===== src/rtl/ser9_pkg.sv =====
package ser9_pkg;

    localparam int DATA_W     = 8;
    localparam int FRAME_BITS = DATA_W + 3;
    localparam int SLICES     = 16;
    localparam int FCNT_W     = $clog2(FRAME_BITS + 1);

    typedef enum logic [1:0] {
        TX_IDLE = 2'd0,
        TX_ARMED = 2'd1,
        TX_SEND = 2'd2
    } tx_state_e;

    typedef struct packed {
        logic              ninth;
        logic [DATA_W-1:0] data;
    } tx_word_t;

    function automatic logic [FRAME_BITS-1:0] pack_frame(input tx_word_t w);
        return {1'b1, w.ninth, w.data, 1'b0};
    endfunction

endpackage


===== src/rtl/ser9_baud_tick.sv =====
module ser9_baud_tick #(
    parameter int FAST_DIV = 2,
    parameter int SLOW_DIV = 4
) (
    input  logic clk,
    input  logic rst,
    input  logic fast_rate,
    output logic tick
);
    localparam int DW = (SLOW_DIV > 1) ? $clog2(SLOW_DIV) : 1;
    localparam logic [DW-1:0] FAST_LAST = DW'(FAST_DIV - 1);
    localparam logic [DW-1:0] SLOW_LAST = DW'(SLOW_DIV - 1);

    logic [DW-1:0] div_q;
    logic [DW-1:0] last;

    always_comb begin
        last = fast_rate ? FAST_LAST : SLOW_LAST;
        tick = (div_q >= last);
    end

    always_ff @(posedge clk) begin
        if (rst)       div_q <= '0;
        else if (tick) div_q <= '0;
        else           div_q <= div_q + 1'b1;
    end

    AST_TICK_SPACED: assert property (@(posedge clk) disable iff (rst)
        tick |=> !tick);

endmodule


===== src/rtl/ser9_slice_cnt.sv =====
module ser9_slice_cnt #(
    parameter int SLICES = 16
) (
    input  logic clk,
    input  logic rst,
    input  logic tick,
    output logic wrap
);
    localparam int SW = $clog2(SLICES);
    localparam logic [SW-1:0] LAST = SW'(SLICES - 1);

    logic [SW-1:0] slice_q;

    assign wrap = tick && (slice_q == LAST);

    always_ff @(posedge clk) begin
        if (rst)       slice_q <= '0;
        else if (tick) slice_q <= slice_q + 1'b1;
    end

    AST_WRAP_SPACED: assert property (@(posedge clk) disable iff (rst)
        wrap |=> !wrap);

endmodule


===== src/rtl/ser9_tx_frame.sv =====
module ser9_tx_frame
    import ser9_pkg::*;
(
    input  logic     clk,
    input  logic     rst,
    input  logic     wrap,
    input  logic     wr_stb,
    input  tx_word_t wr_word,
    input  logic     done_clr,
    output logic     txd,
    output logic     tx_done
);
    localparam logic [FCNT_W-1:0] LAST_IDX = FCNT_W'(FRAME_BITS - 1);

    tx_state_e               state_q;
    logic [FRAME_BITS-1:0]   shreg_q;
    logic [FCNT_W-1:0]       sent_q;
    logic                    txd_q;
    logic                    done_q;
    logic                    finish;

    assign finish  = wrap && (state_q == TX_SEND) && (sent_q == LAST_IDX);
    assign txd     = txd_q;
    assign tx_done = done_q;

    always_ff @(posedge clk) begin
        if (rst) begin
            state_q <= TX_IDLE;
            shreg_q <= '1;
            sent_q  <= '0;
            txd_q   <= 1'b1;
        end else begin
            unique case (state_q)
                TX_IDLE: begin
                    if (wr_stb) begin
                        shreg_q <= pack_frame(wr_word);
                        sent_q  <= '0;
                        state_q <= TX_ARMED;
                    end
                end
                TX_ARMED, TX_SEND: begin
                    if (wrap) begin
                        txd_q   <= shreg_q[0];
                        shreg_q <= {1'b1, shreg_q[FRAME_BITS-1:1]};
                        sent_q  <= sent_q + 1'b1;
                        state_q <= finish ? TX_IDLE : TX_SEND;
                    end
                end
                default: state_q <= TX_IDLE;
            endcase
        end
    end

    always_ff @(posedge clk) begin
        if (rst)           done_q <= 1'b0;
        else if (finish)   done_q <= 1'b1;
        else if (done_clr) done_q <= 1'b0;
    end

    AST_IDLE_HIGH: assert property (@(posedge clk) disable iff (rst)
        (state_q == TX_IDLE) |-> txd_q);
    AST_TXD_ON_WRAP: assert property (@(posedge clk) disable iff (rst)
        !wrap |=> $stable(txd_q));
    AST_ARMED_HIGH: assert property (@(posedge clk) disable iff (rst)
        (state_q == TX_ARMED && !wrap) |=> txd_q);
    AST_DONE_SET: assert property (@(posedge clk) disable iff (rst)
        finish |=> (done_q && txd_q));
    AST_DONE_HOLD: assert property (@(posedge clk) disable iff (rst)
        (done_q && !done_clr) |=> done_q);
    AST_BUSY_IGNORED: assert property (@(posedge clk) disable iff (rst)
        (wr_stb && state_q != TX_IDLE && !wrap) |=> $stable(shreg_q));

endmodule


===== src/rtl/ser9_tx.sv =====
module ser9_tx
    import ser9_pkg::*;
#(
    parameter int FAST_DIV = 2,
    parameter int SLOW_DIV = 4
) (
    input  logic              clk,
    input  logic              rst,
    input  logic              fast_rate,
    input  logic              wr_stb,
    input  logic [DATA_W-1:0] wr_data,
    input  logic              bit9_in,
    input  logic              done_clr,
    output logic              txd,
    output logic              tx_done
);
    logic     tick;
    logic     wrap;
    tx_word_t word;

    assign word.ninth = bit9_in;
    assign word.data  = wr_data;

    ser9_baud_tick #(
        .FAST_DIV (FAST_DIV),
        .SLOW_DIV (SLOW_DIV)
    ) i_tick (
        .clk       (clk),
        .rst       (rst),
        .fast_rate (fast_rate),
        .tick      (tick)
    );

    ser9_slice_cnt #(
        .SLICES (SLICES)
    ) i_slice (
        .clk  (clk),
        .rst  (rst),
        .tick (tick),
        .wrap (wrap)
    );

    ser9_tx_frame i_frame (
        .clk      (clk),
        .rst      (rst),
        .wrap     (wrap),
        .wr_stb   (wr_stb),
        .wr_word  (word),
        .done_clr (done_clr),
        .txd      (txd),
        .tx_done  (tx_done)
    );

endmodule


===== config.mk =====
export PLATFORM = sky130hd
export DESIGN_NAME = ser9_tx
export DESIGN_NICKNAME = d
export VERILOG_FILES = /design/src/rtl/ser9_pkg.sv /design/src/rtl/ser9_baud_tick.sv /design/src/rtl/ser9_slice_cnt.sv /design/src/rtl/ser9_tx_frame.sv /design/src/rtl/ser9_tx.sv
export SDC_FILE = /design/constraint.sdc
export NUM_CORES = 1
export LEC_CHECK = 0
export BUFFER_PORTS_ARGS = -buffer_cell sky130_fd_sc_hd__buf_4
export CELL_PAD_IN_SITES_DETAIL_PLACEMENT = 2
export CELL_PAD_IN_SITES_GLOBAL_PLACEMENT = 2
export CORE_MARGIN = 2
export CORE_UTILIZATION = 37
export DETAILED_ROUTE_END_ITERATION = 6
export PLACE_DENSITY_LB_ADDON = 0.2
export SLEW_MARGIN = 0
export SYNTH_ARGS = -nofsm -noshare
export SYNTH_HDL_FRONTEND = slang
export SYNTH_SLANG_ARGS = --single-unit

===== constraint.sdc =====
create_clock -name clk -period 4.6 [get_ports clk]
set_input_delay 1.15 -clock clk [delete_from_list [all_inputs] [get_ports clk]]
set_output_delay 1.15 -clock clk [all_outputs]
set_load 0.05 [all_outputs]

==> summary.json, run 1 <==
{
  "cts.path.max_buffers": {"value": 2},
  "setup.worst_path.class": {"value": "in2reg"},
  "timing_worst_slew_pin_value": {"value": 0.839, "unit": "ns"},
  "timing.final.crit_share": {"value": 0.550},
  "drt_pre_antenna_iters": {"value": 3},
  "synth-edff-count": {"value": 0},
  "number_of_distinct_library_cell_variants_in_the_gate_level_netlist_after_synthesis": {"value": 34},
  "n_antenna_cell": {"value": 0},
  "power": {"value": 769, "unit": "uW"},
  "slew-limit-headroom": {"value": 0.441},
  "met3_length": {"value": 60, "unit": "microns"},
  "grt_antenna_before_repair": {"value": 0},
  "antenna_violating_nets_remaining": {"value": 0},
  "postCtsResizedCells": {"value": 0},
  "timing.final.crit_period": {"value": 2.53, "unit": "ns"},
  "overflow_left_after_global_routing": {"value": 0},
  "viasPerCell": {"value": 5.14},
  "finalSetupTns": {"value": 0, "unit": "ns"},
  "reg2regPathDepth": {"value": 6},
  "die_w": {"value": 61.8, "unit": "microns"},
  "timing.hold.worst.class": {"value": "reg2reg"},
  "synth-seq-area-share": {"value": 0.389},
  "clk_transition_reported_paths": {"value": 0.14, "unit": "ns"},
  "totalWireLength": {"value": 2.85, "unit": "mm"},
  "critical_path_arrival": {"value": 2.75, "unit": "ns"},
  "route.met2.wl": {"value": 1.58, "unit": "mm"},
  "peakVddDrop": {"value": 0.208, "unit": "mV"},
  "synthesis.instances": {"value": 134},
  "finish.net_count": {"value": 168},
  "post-synth-top-area-cell": {"value": "dfxtp_1"},
  "worst_setup_path_start_kind": {"value": "input pin"},
  "synth.avg_cell_area": {"value": 9.22, "unit": "sq um"},
  "slew_violations": {"value": 0},
  "top_layer": {"value": "met4"},
  "routed-via-count": {"value": 977},
  "critPathCaptureType": {"value": "flip-flop"},
  "critical_path.max_fanout": {"value": 13},
  "ys_ff_latch": {"value": 24},
  "maxCapViolCount": {"value": 0},
  "fin_skew": {"value": 0.00438, "unit": "ns"},
  "utilization": {"value": 0.452},
  "drt_drc_violations_left": {"value": 0},
  "synth.cell_area": {"value": 0.00123, "unit": "sq mm"},
  "floorplan.die_area": {"value": 0.00382, "unit": "sq mm"},
  "final_layout_size_suffix_gt1_frac": {"value": 0.192},
  "total_leakage_power": {"value": 0.591, "unit": "nW"},
  "worst_hold_slack": {"value": 0.485, "unit": "ns"},
  "dr.first_iter.drc_count": {"value": 30},
  "cts_tree": {"value": "yes"},
  "synth_nets": {"value": 155},
  "clock-root-buffer": {"value": "clkbuf_4"},
  "power_density": {"value": 549, "unit": "mW/mm^2"},
  "post_cts_buffers": {"value": 0},
  "wirelength_met1": {"value": 1.18, "unit": "mm"},
  "synth-async-reset-ratio": {"value": 0},
  "synth_top_cells_by_area": {"value": "dfxtp_1 (39%), mux2i_1 (8.1%), ha_1 (7.1%)"},
  "synth_largest_type_area_fraction": {"value": 0.389},
  "rsz0062_at_grt": {"value": "no"},
  "timing.final.hold_violations": {"value": 0},
  "postCtsHoldBufs": {"value": 0},
  "synth.cells.most_frequent": {"value": "dfxtp_1 (24), nor2_1 (15), mux2i_1 (10), nor2b_1 (10), a211oi_1 (9)"},
  "grt.total_usage": {"value": 0.176},
  "initial_utilization": {"value": 0.398},
  "first_pass_grt_wire_length": {"value": 4.83, "unit": "mm"},
  "ys.flop_type": {"value": "dfxtp_1"},
  "core.rowCount": {"value": 20},
  "first_global_vias": {"value": 1054},
  "ys_warnings": {"value": 0},
  "layout-area-overhead-vs-synth": {"value": 13.5, "unit": "%"},
  "place_congestion": {"value": 0.728},
  "fp.coreArea": {"value": 0.00310, "unit": "sq mm"},
  "status": {"value": "finished clean"},
  "routed_wire_length_per_instance": {"value": 15.0, "unit": "microns"},
  "pin_count_of_the_biggest_net_entering_global_routing": {"value": 32},
  "worst_hold_path.num_cells": {"value": 2},
  "required": {"value": 4.82, "unit": "ns"},
  "cts.sink_count": {"value": 24},
  "cts.htree.levels": {"value": 1},
  "die-height": {"value": 61.8, "unit": "microns"},
  "report.final.setup_viol": {"value": 0},
  "worst_skew_pair.late_latency": {"value": 0.31, "unit": "ns"},
  "port_buffers": {"value": 15},
  "yosysMostFrequentCell": {"value": "dfxtp_1"},
  "place_hpwl": {"value": 2.10, "unit": "mm"},
  "cts-buffers-inserted": {"value": 3},
  "io-pin-count": {"value": 16},
  "fmaxAchievable": {"value": 0.395, "unit": "GHz"}
}
[where the power goes]
| part | total, mW | switching, mW | internal, mW |
|---|---|---|---|
| sequential | 0.267 | 0.0232 | 0.244 |
| clock | 0.114 | 0.0653 | 0.0483 |
| combinational | 0.388 | 0.227 | 0.161 |
| total | 0.769 | 0.315 | 0.454 |
[logic make-up after synthesis]
family,count (synthesis),synth area share
AND/OR/NAND/NOR,49,0.207
XOR/XNOR,4,0.0284
buffers and inverters,12,0.0456
multiplexers,10,0.0811
AO/OA/AOI/OAI,28,0.178
adder cells (fa/ha/maj),7,0.0709
flip-flops,24,0.389
[cell usage in the layout (no fill, tap or decap), drive strengths merged]
master,count
buf,15
inv,5
a2111oi,1
mux2i,10
nand2,6
nand2b,3
xor2,2
nand4,2
and4b,1
a21boi,1
clkbuf,4
and3,2
dfxtp,24
and2b,1
nor2b,10
nand4b,1
a31o,4
a211oi,9
or2,1
o21ai,3
a21o,3
a21oi,6
a31oi,1
nor2,15
nand3,4
nor3,3
ha,7
xnor2,2
[state kept, by name, indices dropped and copies added (netlist names)]
| register | flops |
|---|---|
| i_frame.sent_q | 4 |
| i_frame.shreg_q | 10 |
| i_frame.tx_done | 1 |
| i_frame.state_q | 2 |
| i_slice.slice_q | 4 |
| i_tick.div_q | 2 |
| i_frame.txd | 1 |
[area by class of cell]
cell class / instances / area [sq um]
multi-input combinational: 98 / 698
fill: 377 / 1700
sequential: 24 / 480
clock buffer: 4 / 36.3
timing repair buffer: 15 / 113
inverter: 5 / 18.8
tap: 44 / 55.1
[final timing paths]
path	slack [ns]	endpoint	from
setup / recovery	2.07	i_frame.sent_q[3]	fast_rate
hold / removal	0.48	i_frame.tx_done	i_frame.tx_done
setup reg to reg	2.09	i_frame.sent_q[3]	i_frame.state_q[0]
hold reg to reg	0.48	i_frame.tx_done	i_frame.tx_done
[per-stage QoR]
step	setup WS [ns]	instance area, sq um	std cells
after floorplan	2.13	1230	134
after global placement	1.81	1370	186
after detailed placement	1.72	1370	186
after CTS	2.06	1400	190
after global routing	1.92	1400	190
final	2.07	1400	190
[metal layers]
metal | vias to the layer above | global-route usage
li1 | 493 | -
met1 | 472 | 0.191
met2 | 10 | 0.346
met3 | 2 | 0.0248
met4 | 0 | 0.0547
met5 | - | 0
[worst max-delay path, stage by stage]
cell and delay (ns):
buf_4 0.11, ha_1 0.30, a21oi_2 0.09, a2111oi_4 0.43
o21ai_2 0.31, a31o_2 0.36
No activity file was read; power rests on OpenSTA's default activity.
==> run 2: changes to the inputs <==
--- a/config.mk
+++ b/config.mk
@@ -9,7 +9,7 @@
 export CELL_PAD_IN_SITES_DETAIL_PLACEMENT = 2
 export CELL_PAD_IN_SITES_GLOBAL_PLACEMENT = 2
 export CORE_MARGIN = 2
-export CORE_UTILIZATION = 37
+export CORE_UTILIZATION = 34
 export DETAILED_ROUTE_END_ITERATION = 6
 export PLACE_DENSITY_LB_ADDON = 0.2
 export SLEW_MARGIN = 0
==> constraint.sdc (replaced) <==
create_clock -name clk -period 2.5 [get_ports clk]
set_input_delay 0.625 -clock clk [delete_from_list [all_inputs] [get_ports clk]]
set_output_delay 0.625 -clock clk [all_outputs]
set_load 0.05 [all_outputs]
==> run 2 against run 1 <==
  * Utilization is 3.4 points lower
  * Sequential power grew 84%
  * Clock power rose to 2.5 times the previous value
  * Non-clock buffer count is 1 higher
  * Routed wire length up 1.4%
  * Global-route usage shrank 1.4 points
  * Design area up 1.9%
  * Die area rose by 8.2%
  * Final cell count grew 1.6%
  * Setup slack got worse by 1.7 ns
  * Flip-flop and latch count unchanged
  * Largest power group unchanged
==> summary.json, run 2 (synthesis gave the netlist of run 1 again) <==
{
  "status": {"value": "finished clean"},
  "setup.worst_path.class": {"value": "reg2reg"},
  "critical_path.max_fanout": {"value": 13, "change": "unchanged"},
  "met1_usage": {"value": 0.190, "change": "-0.000775"},
  "place_hpwl": {"value": 2.07, "unit": "mm", "change": "-1.7%"},
  "postLayoutCellArea": {"value": 0.00143, "unit": "sq mm", "change": "+1.9%"},
  "timing.hold.worst.class": {"value": "reg2reg"},
  "worst_setup_path_start_kind": {"value": "flip-flop"},
  "totalWireLength": {"value": 2.89, "unit": "mm", "change": "+1.4%"},
  "overflow_left_after_global_routing": {"value": 0, "change": "unchanged"},
  "total_leakage_power": {"value": 0.603, "unit": "nW", "change": "+2.0%"},
  "largest_reg_flops": {"value": 10, "change": "unchanged"},
  "required": {"value": 2.74, "unit": "ns", "change": "-2.08 ns"},
  "port_buffers": {"value": 15, "change": "unchanged"},
  "cts.htree.levels": {"value": 1, "change": "unchanged"},
  "grt.total_usage": {"value": 0.161, "change": "-0.0145"},
  "peakVddDrop": {"value": 0.373, "unit": "mV", "change": "+79%"},
  "initial_utilization": {"value": 0.362, "change": "-0.0364"},
  "crit_path_cell_trace": {"value": "inv_1, ha_1, a21boi_1, a2111oi_4, o21ai_2, a31o_2"},
  "rsz0062_at_grt": {"value": "no"},
  "worst_skew_pair.late_latency": {"value": 0.33, "unit": "ns", "change": "+0.02 ns"},
  "slew-limit-headroom": {"value": 0.468, "change": "+0.0267"},
  "report.final.setup_viol": {"value": 0, "change": "unchanged"},
  "dpl-instance-area": {"value": 0.00138, "unit": "sq mm", "change": "+0.73%"},
  "antenna_violating_nets_remaining": {"value": 0, "change": "unchanged"},
  "fillers": {"value": 387, "change": "+2.7%"},
  "first_pass_grt_wire_length": {"value": 5.21, "unit": "mm", "change": "+7.8%"},
  "clock-root-buffer": {"value": "clkbuf_4"},
  "fp.coreArea": {"value": 0.00342, "unit": "sq mm", "change": "+10%"},
  "die_w": {"value": 64.3, "unit": "microns", "change": "+4.0%"},
  "routed_wire_length_per_instance": {"value": 15.0, "unit": "microns", "change": "-0.21%"},
  "routed-via-count": {"value": 1009, "change": "+3.3%"},
  "drt_pre_antenna_iters": {"value": 3, "change": "unchanged"},
  "power": {"value": 1.51, "unit": "mW", "change": "+97%"},
  "finalSetupTns": {"value": 0, "unit": "ns", "change": "unchanged"},
  "final_critical_path_setup_slack": {"value": 0.345, "unit": "ns", "change": "-1.72 ns"},
  "place_congestion": {"value": 0.771, "change": "+5.9%"},
  "multi_input_area": {"value": 698, "unit": "sq um", "change": "unchanged"},
  "top_register": {"value": "i_frame.shreg_q"},
  "critPathCaptureType": {"value": "flip-flop"},
  "postCtsHoldBufs": {"value": 0, "change": "unchanged"},
  "n_antenna_cell": {"value": 0, "change": "unchanged"},
  "first_global_vias": {"value": 1092, "change": "+3.6%"},
  "layout-area-overhead-vs-synth": {"value": 15.6, "unit": "%"},
  "slew_violations": {"value": 0, "change": "unchanged"},
  "pin_count_of_the_biggest_net_entering_global_routing": {"value": 32, "change": "unchanged"},
  "cts-buffers-inserted": {"value": 3, "change": "unchanged"},
  "fmaxAchievable": {"value": 0.464, "unit": "GHz"},
  "global_route.usage.met3": {"value": 0.0317, "change": "+0.00685"},
  "power_density": {"value": 1060, "unit": "mW/mm^2", "change": "+93%"},
  "viasPerCell": {"value": 5.23, "change": "+1.7%"},
  "critical_path_arrival": {"value": 2.40, "unit": "ns", "change": "-0.35 ns"},
  "cts.path.max_buffers": {"value": 2, "change": "unchanged"},
  "final_cell_mix": {"value": "dfxtp_1 (24), buf_4 (16), nor2_1 (15)"},
  "die-height": {"value": 64.3, "unit": "microns", "change": "+4.0%"},
  "io-pin-count": {"value": 16, "change": "unchanged"},
  "cts.sink_count": {"value": 24, "change": "unchanged"},
  "critical-path-slowest-cell": {"value": "dfxtp_1"},
  "grt_antenna_before_repair": {"value": 0, "change": "unchanged"},
  "ff_latch_area": {"value": 480, "unit": "sq um", "change": "unchanged"},
  "clk_transition_reported_paths": {"value": 0.14, "unit": "ns", "change": "about the same"},
  "timing.final.crit_period": {"value": 2.15, "unit": "ns"},
  "post_cts_buffers": {"value": 0, "change": "unchanged"},
  "timing_worst_slew_pin_value": {"value": 0.798, "unit": "ns", "change": "-0.0402 ns"},
  "finish.net_count": {"value": 169, "change": "+0.60%"},
  "worst_hold_slack": {"value": 0.476, "unit": "ns", "change": "-0.00891 ns"},
  "timing.final.hold_violations": {"value": 0, "change": "unchanged"},
  "timing.final.crit_share": {"value": 0.862},
  "postCtsResizedCells": {"value": 0, "change": "unchanged"},
  "dr.first_iter.drc_count": {"value": 29, "change": "-3.3%"},
  "final_layout_size_suffix_gt1_frac": {"value": 0.197, "change": "+0.00550"},
  "global_route.usage.met2": {"value": 0.301, "change": "-0.0451"},
  "top_usage_layer_grt": {"value": "met2"},
  "maxCapViolCount": {"value": 0, "change": "unchanged"},
  "cts_tree": {"value": "yes"},
  "cpPeakStageDelay": {"value": 0.40, "unit": "ns", "change": "-0.03 ns"},
  "floorplan.die_area": {"value": 0.00413, "unit": "sq mm", "change": "+8.2%"},
  "top_regs": {"value": "i_frame.shreg_q (10), i_frame.sent_q (4), i_slice.slice_q (4)"},
  "fin_skew": {"value": 0.0116, "unit": "ns", "change": "+0.00719 ns"},
  "drt_drc_violations_left": {"value": 0, "change": "unchanged"},
  "final_common_cell": {"value": "dfxtp_1"},
  "core.rowCount": {"value": 21, "change": "+5.0%"},
  "dp_slack": {"value": 0.169, "unit": "ns", "change": "-1.55 ns"}
}
-- run 2: cell count changes in the layout (fill, tap and decap cells not counted) --
cell,change
clkbuf_8,-1
buf_4,+1
bufinv_16,+1
-- run 2: final cells by class --
cell class / instances / share of cell area
Clock buffer: 3 / 0.0158
Clock inverter: 1 / 0.0210
Inverter: 5 / 0.0131
Multi-Input combinational cell: 98 / 0.489
Sequential cell: 24 / 0.337
Tap cell: 46 / 0.0403
Timing Repair Buffer: 16 / 0.0841
-- run 2: critical path: cells and delay by family (launching register included) --
family,cells,cell delay [ns]
adders and majority gates,1,0.38
DFF,1,0.40
AOI/OAI and AO/OA,4,1.21
buffers and inverters,1,0.08
-- run 2: path summary, 6_finish.rpt --
path | cells past startpoint | slack (ns) | endpoint | start
max | 6 | 0.35 | i_frame.sent_q[1] | i_frame.state_q[0]
min reg2reg | 1 | 0.48 | i_frame.shreg_q[0] | i_frame.shreg_q[0]
min | 1 | 0.48 | i_frame.shreg_q[0] | i_frame.shreg_q[0]
max reg2reg | 6 | 0.35 | i_frame.sent_q[1] | i_frame.state_q[0]
-- run 2: power breakdown --
part	switching (mW)	leakage, nW	total, mW	internal (mW)
Combinational	0.425	0.379	0.736	0.311
Clock	0.123	0.0279	0.286	0.162
Sequential	0.0432	0.196	0.492	0.449
Total	0.591	0.603	1.51	0.922
-- run 2: stage by stage --
step / utilization / instances
floorplan: - / 134
global placement: 0.403 / 189
detailed placement: 0.403 / 189
CTS: 0.418 / 193
global route: 0.418 / 193
finish: 0.418 / 193
-- run 2: routing by layer --
| metal | up-vias | share of wire |
|---|---|---|
| met5 | - | 0 |
| met4 | 0 | 0.0086 |
| met3 | 4 | 0.029 |
| met2 | 15 | 0.51 |
| met1 | 495 | 0.45 |
| li1 | 495 | - |
==> run 3: changes to the inputs <==
--- a/config.mk
+++ b/config.mk
@@ -8,10 +8,10 @@
 export BUFFER_PORTS_ARGS = -buffer_cell sky130_fd_sc_hd__buf_4
 export CELL_PAD_IN_SITES_DETAIL_PLACEMENT = 2
 export CELL_PAD_IN_SITES_GLOBAL_PLACEMENT = 2
-export CORE_MARGIN = 2
 export CORE_UTILIZATION = 34
 export DETAILED_ROUTE_END_ITERATION = 6
 export PLACE_DENSITY_LB_ADDON = 0.2
+export REMOVE_ABC_BUFFERS = 1
 export SLEW_MARGIN = 0
 export SYNTH_ARGS = -nofsm -noshare
 export SYNTH_HDL_FRONTEND = slang
==> run 3 against run 2 <==
  * Die area decreased by 6.1%
  * Flip-flop and latch count stayed put
  * Global-route usage decreased by 0.26 points
  * Sequential power about the same
  * Setup slack got worse by 0.00091 ns
  * Critical endpoint unchanged
  * Hold slack improved by 0.0040 ns
  * Final cell count unchanged
  * Non-clock buffer count unchanged
  * Critical path type unchanged
  * Total power shrank 5.0%
  * Sequential share of layout area grew 0.39 points
==> summary.json, run 3 (synthesis gave the netlist of run 1 again) <==
{
  "cts.htree.levels": {"value": 1, "change": "unchanged"},
  "timing.critical_path.from": {"value": "i_frame.state_q[0]"},
  "required": {"value": 2.73, "unit": "ns", "change": "about the same"},
  "postCtsHoldBufs": {"value": 0, "change": "unchanged"},
  "clk_transition_reported_paths": {"value": 0.14, "unit": "ns", "change": "about the same"},
  "first_pass_grt_wire_length": {"value": 4.88, "unit": "mm", "change": "-6.4%"},
  "overflow_left_after_global_routing": {"value": 0, "change": "unchanged"},
  "peakVddDrop": {"value": 0.345, "unit": "mV", "change": "-7.4%"},
  "routed-via-count": {"value": 998, "change": "-1.1%"},
  "top_register": {"value": "i_frame.shreg_q"},
  "timing_worst_slew_pin_value": {"value": 0.787, "unit": "ns", "change": "-0.0108 ns"},
  "switching_power": {"value": 589, "unit": "uW", "change": "-0.38%"},
  "drt_drc_violations_left": {"value": 0, "change": "unchanged"},
  "post_cts_buffers": {"value": 0, "change": "unchanged"},
  "place_hpwl": {"value": 2.17, "unit": "mm", "change": "+4.8%"},
  "finalSetupTns": {"value": 0, "unit": "ns", "change": "unchanged"},
  "r2r_setup_slack": {"value": 0.34, "unit": "ns", "change": "about the same"},
  "multi_input_area": {"value": 698, "unit": "sq um", "change": "unchanged"},
  "critical_path_arrival": {"value": 2.39, "unit": "ns", "change": "about the same"},
  "clock-root-buffer": {"value": "clkbuf_4"},
  "viasPerCell": {"value": 5.17, "change": "-1.1%"},
  "fin_skew": {"value": 0.00739, "unit": "ns", "change": "-0.00418 ns"},
  "combPwrFrac": {"value": 0.512, "change": "+0.026"},
  "report.final.setup_viol": {"value": 0, "change": "unchanged"},
  "antenna_violating_nets_remaining": {"value": 0, "change": "unchanged"},
  "final_layout_size_suffix_gt1_frac": {"value": 0.197, "change": "unchanged"},
  "critical_path.max_fanout": {"value": 13, "change": "unchanged"},
  "io-pin-count": {"value": 16, "change": "unchanged"},
  "cts_tree": {"value": "yes"},
  "timing.final.crit_share": {"value": 0.862, "change": "about the same"},
  "grt.total_usage": {"value": 0.159, "change": "-0.00256"},
  "timing.hold.worst.class": {"value": "reg2reg"},
  "totalWireLength": {"value": 2.92, "unit": "mm", "change": "+1.1%"},
  "routed_wire_length_per_instance": {"value": 15.2, "unit": "microns", "change": "+1.1%"},
  "postCtsResizedCells": {"value": 0, "change": "unchanged"},
  "internal_power": {"value": 849, "unit": "uW", "change": "-7.9%"},
  "cts.sink_count": {"value": 24, "change": "unchanged"},
  "dp_slack": {"value": 0.175, "unit": "ns", "change": "+0.00603 ns"},
  "ff_latch_area": {"value": 480, "unit": "sq um", "change": "unchanged"},
  "share_clk_of_total_power": {"value": 0.147, "change": "-0.042"},
  "cts-buffers-inserted": {"value": 3, "change": "unchanged"},
  "setup.worst_path.class": {"value": "reg2reg"},
  "maxCapViolCount": {"value": 0, "change": "unchanged"},
  "die_w": {"value": 62.3, "unit": "microns", "change": "-3.1%"},
  "worst_skew_pair.late_latency": {"value": 0.32, "unit": "ns", "change": "about the same"},
  "place_congestion": {"value": 0.722, "change": "-6.4%"},
  "grt_antenna_before_repair": {"value": 0, "change": "unchanged"},
  "dr.first_iter.drc_count": {"value": 9, "change": "-69%"},
  "total_leakage_power": {"value": 0.596, "unit": "nW", "change": "-1.2%"},
  "slew_violations": {"value": 0, "change": "unchanged"},
  "crit-reg2reg-launch": {"value": "i_frame.state_q[0]"},
  "pin_count_of_the_biggest_net_entering_global_routing": {"value": 32, "change": "unchanged"},
  "floorplan.die_area": {"value": 0.00388, "unit": "sq mm", "change": "-6.1%"},
  "power_density": {"value": 1020, "unit": "mW/mm^2", "change": "-3.9%"},
  "fillers": {"value": 396, "change": "+2.3%"},
  "port_buffers": {"value": 15, "change": "unchanged"},
  "slew-limit-headroom": {"value": 0.475, "change": "+0.00721"},
  "top_regs": {"value": "i_frame.shreg_q (10), i_frame.sent_q (4), i_slice.slice_q (4)"},
  "largest_reg_flops": {"value": 10, "change": "unchanged"},
  "final_common_cell": {"value": "dfxtp_1"},
  "drt_pre_antenna_iters": {"value": 4, "change": "+1"},
  "timing.final.crit_period": {"value": 2.16, "unit": "ns", "change": "+0.000907 ns"},
  "critPathCaptureType": {"value": "flip-flop"},
  "seqPwrFrac": {"value": 0.341, "change": "+0.016"},
  "worst_hold_slack": {"value": 0.480, "unit": "ns", "change": "+0.00404 ns"},
  "n_antenna_cell": {"value": 0, "change": "unchanged"},
  "fmaxAchievable": {"value": 0.464, "unit": "GHz", "change": "about the same"},
  "final_cell_mix": {"value": "dfxtp_1 (24), buf_4 (16), nor2_1 (15)"},
  "cts.path.max_buffers": {"value": 2, "change": "unchanged"},
  "core.rowCount": {"value": 21, "change": "unchanged"},
  "worst_setup_path_start_kind": {"value": "flip-flop"},
  "first_global_vias": {"value": 1044, "change": "-4.4%"},
  "final_critical_path_setup_slack": {"value": 0.344, "unit": "ns", "change": "-0.000907 ns"},
  "rsz0062_at_grt": {"value": "no"},
  "hold_start": {"value": "i_frame.shreg_q[0]"},
  "initial_utilization": {"value": 0.362, "change": "unchanged"},
  "swShare": {"value": 0.410, "change": "+0.0189"},
  "fp.coreArea": {"value": 0.00342, "unit": "sq mm", "change": "unchanged"},
  "die-height": {"value": 62.3, "unit": "microns", "change": "-3.1%"},
  "status": {"value": "finished clean"},
  "layout-area-overhead-vs-synth": {"value": 14.3, "unit": "%"},
  "finish.net_count": {"value": 169, "change": "unchanged"},
  "timing.final.hold_violations": {"value": 0, "change": "unchanged"}
}
## run 3: layer usage
metal | part of all wire | GRT usage | vias up
met5 | 0 | 0 | -
met4 | 0.018 | 0.0785 | 0
met3 | 0.019 | 0.0165 | 5
met2 | 0.49 | 0.279 | 14
met1 | 0.47 | 0.191 | 486
li1 | - | - | 493
## run 3: path summary, 6_finish.rpt
path,depth (start not counted),end
worst min register to register,1,i_frame.shreg_q[0]
worst max register to register,6,i_frame.sent_q[1]
worst max-delay path,6,i_frame.sent_q[1]
worst min-delay path,1,i_frame.shreg_q[0]
## run 3: worst max-delay path, cell delays in order (launching register included)
cell and delay [ns]:
dfxtp_1 0.39, inv_1 0.07, ha_1 0.39, a21boi_1 0.20, a2111oi_4 0.36, o21ai_2 0.32, a31o_2 0.33
## run 3: power by group through the flow
stage	combinational (mW)	clock, mW	sequential (mW)
floorplan	0.562	0	0.488
global placement	0.698	0	0.497
detailed placement	0.747	0	0.500
CTS	0.753	0.220	0.492
global route	0.817	0.234	0.497
finish	0.737	0.212	0.490
## run 3: layout make-up
type                            count  share of cell area
Tap cell                           46              0.0408
Multi-Input combinational cell     98               0.495
Clock buffer                        4              0.0257
Timing Repair Buffer               16              0.0851
Sequential cell                    24               0.340
Inverter                            5              0.0133
## run 3: through the flow
step / instances / utilization / instance area (sq um) / power, mW
6_report: 193 / 0.413 / 1410 / 1.44
3_3_place_gp: 189 / 0.403 / 1380 / 1.19
4_1_cts: 193 / 0.413 / 1410 / 1.46
5_1_grt: 193 / 0.413 / 1410 / 1.55
2_1_floorplan: 127 / - / 1200 / 1.05
3_5_place_dp: 189 / 0.403 / 1380 / 1.25
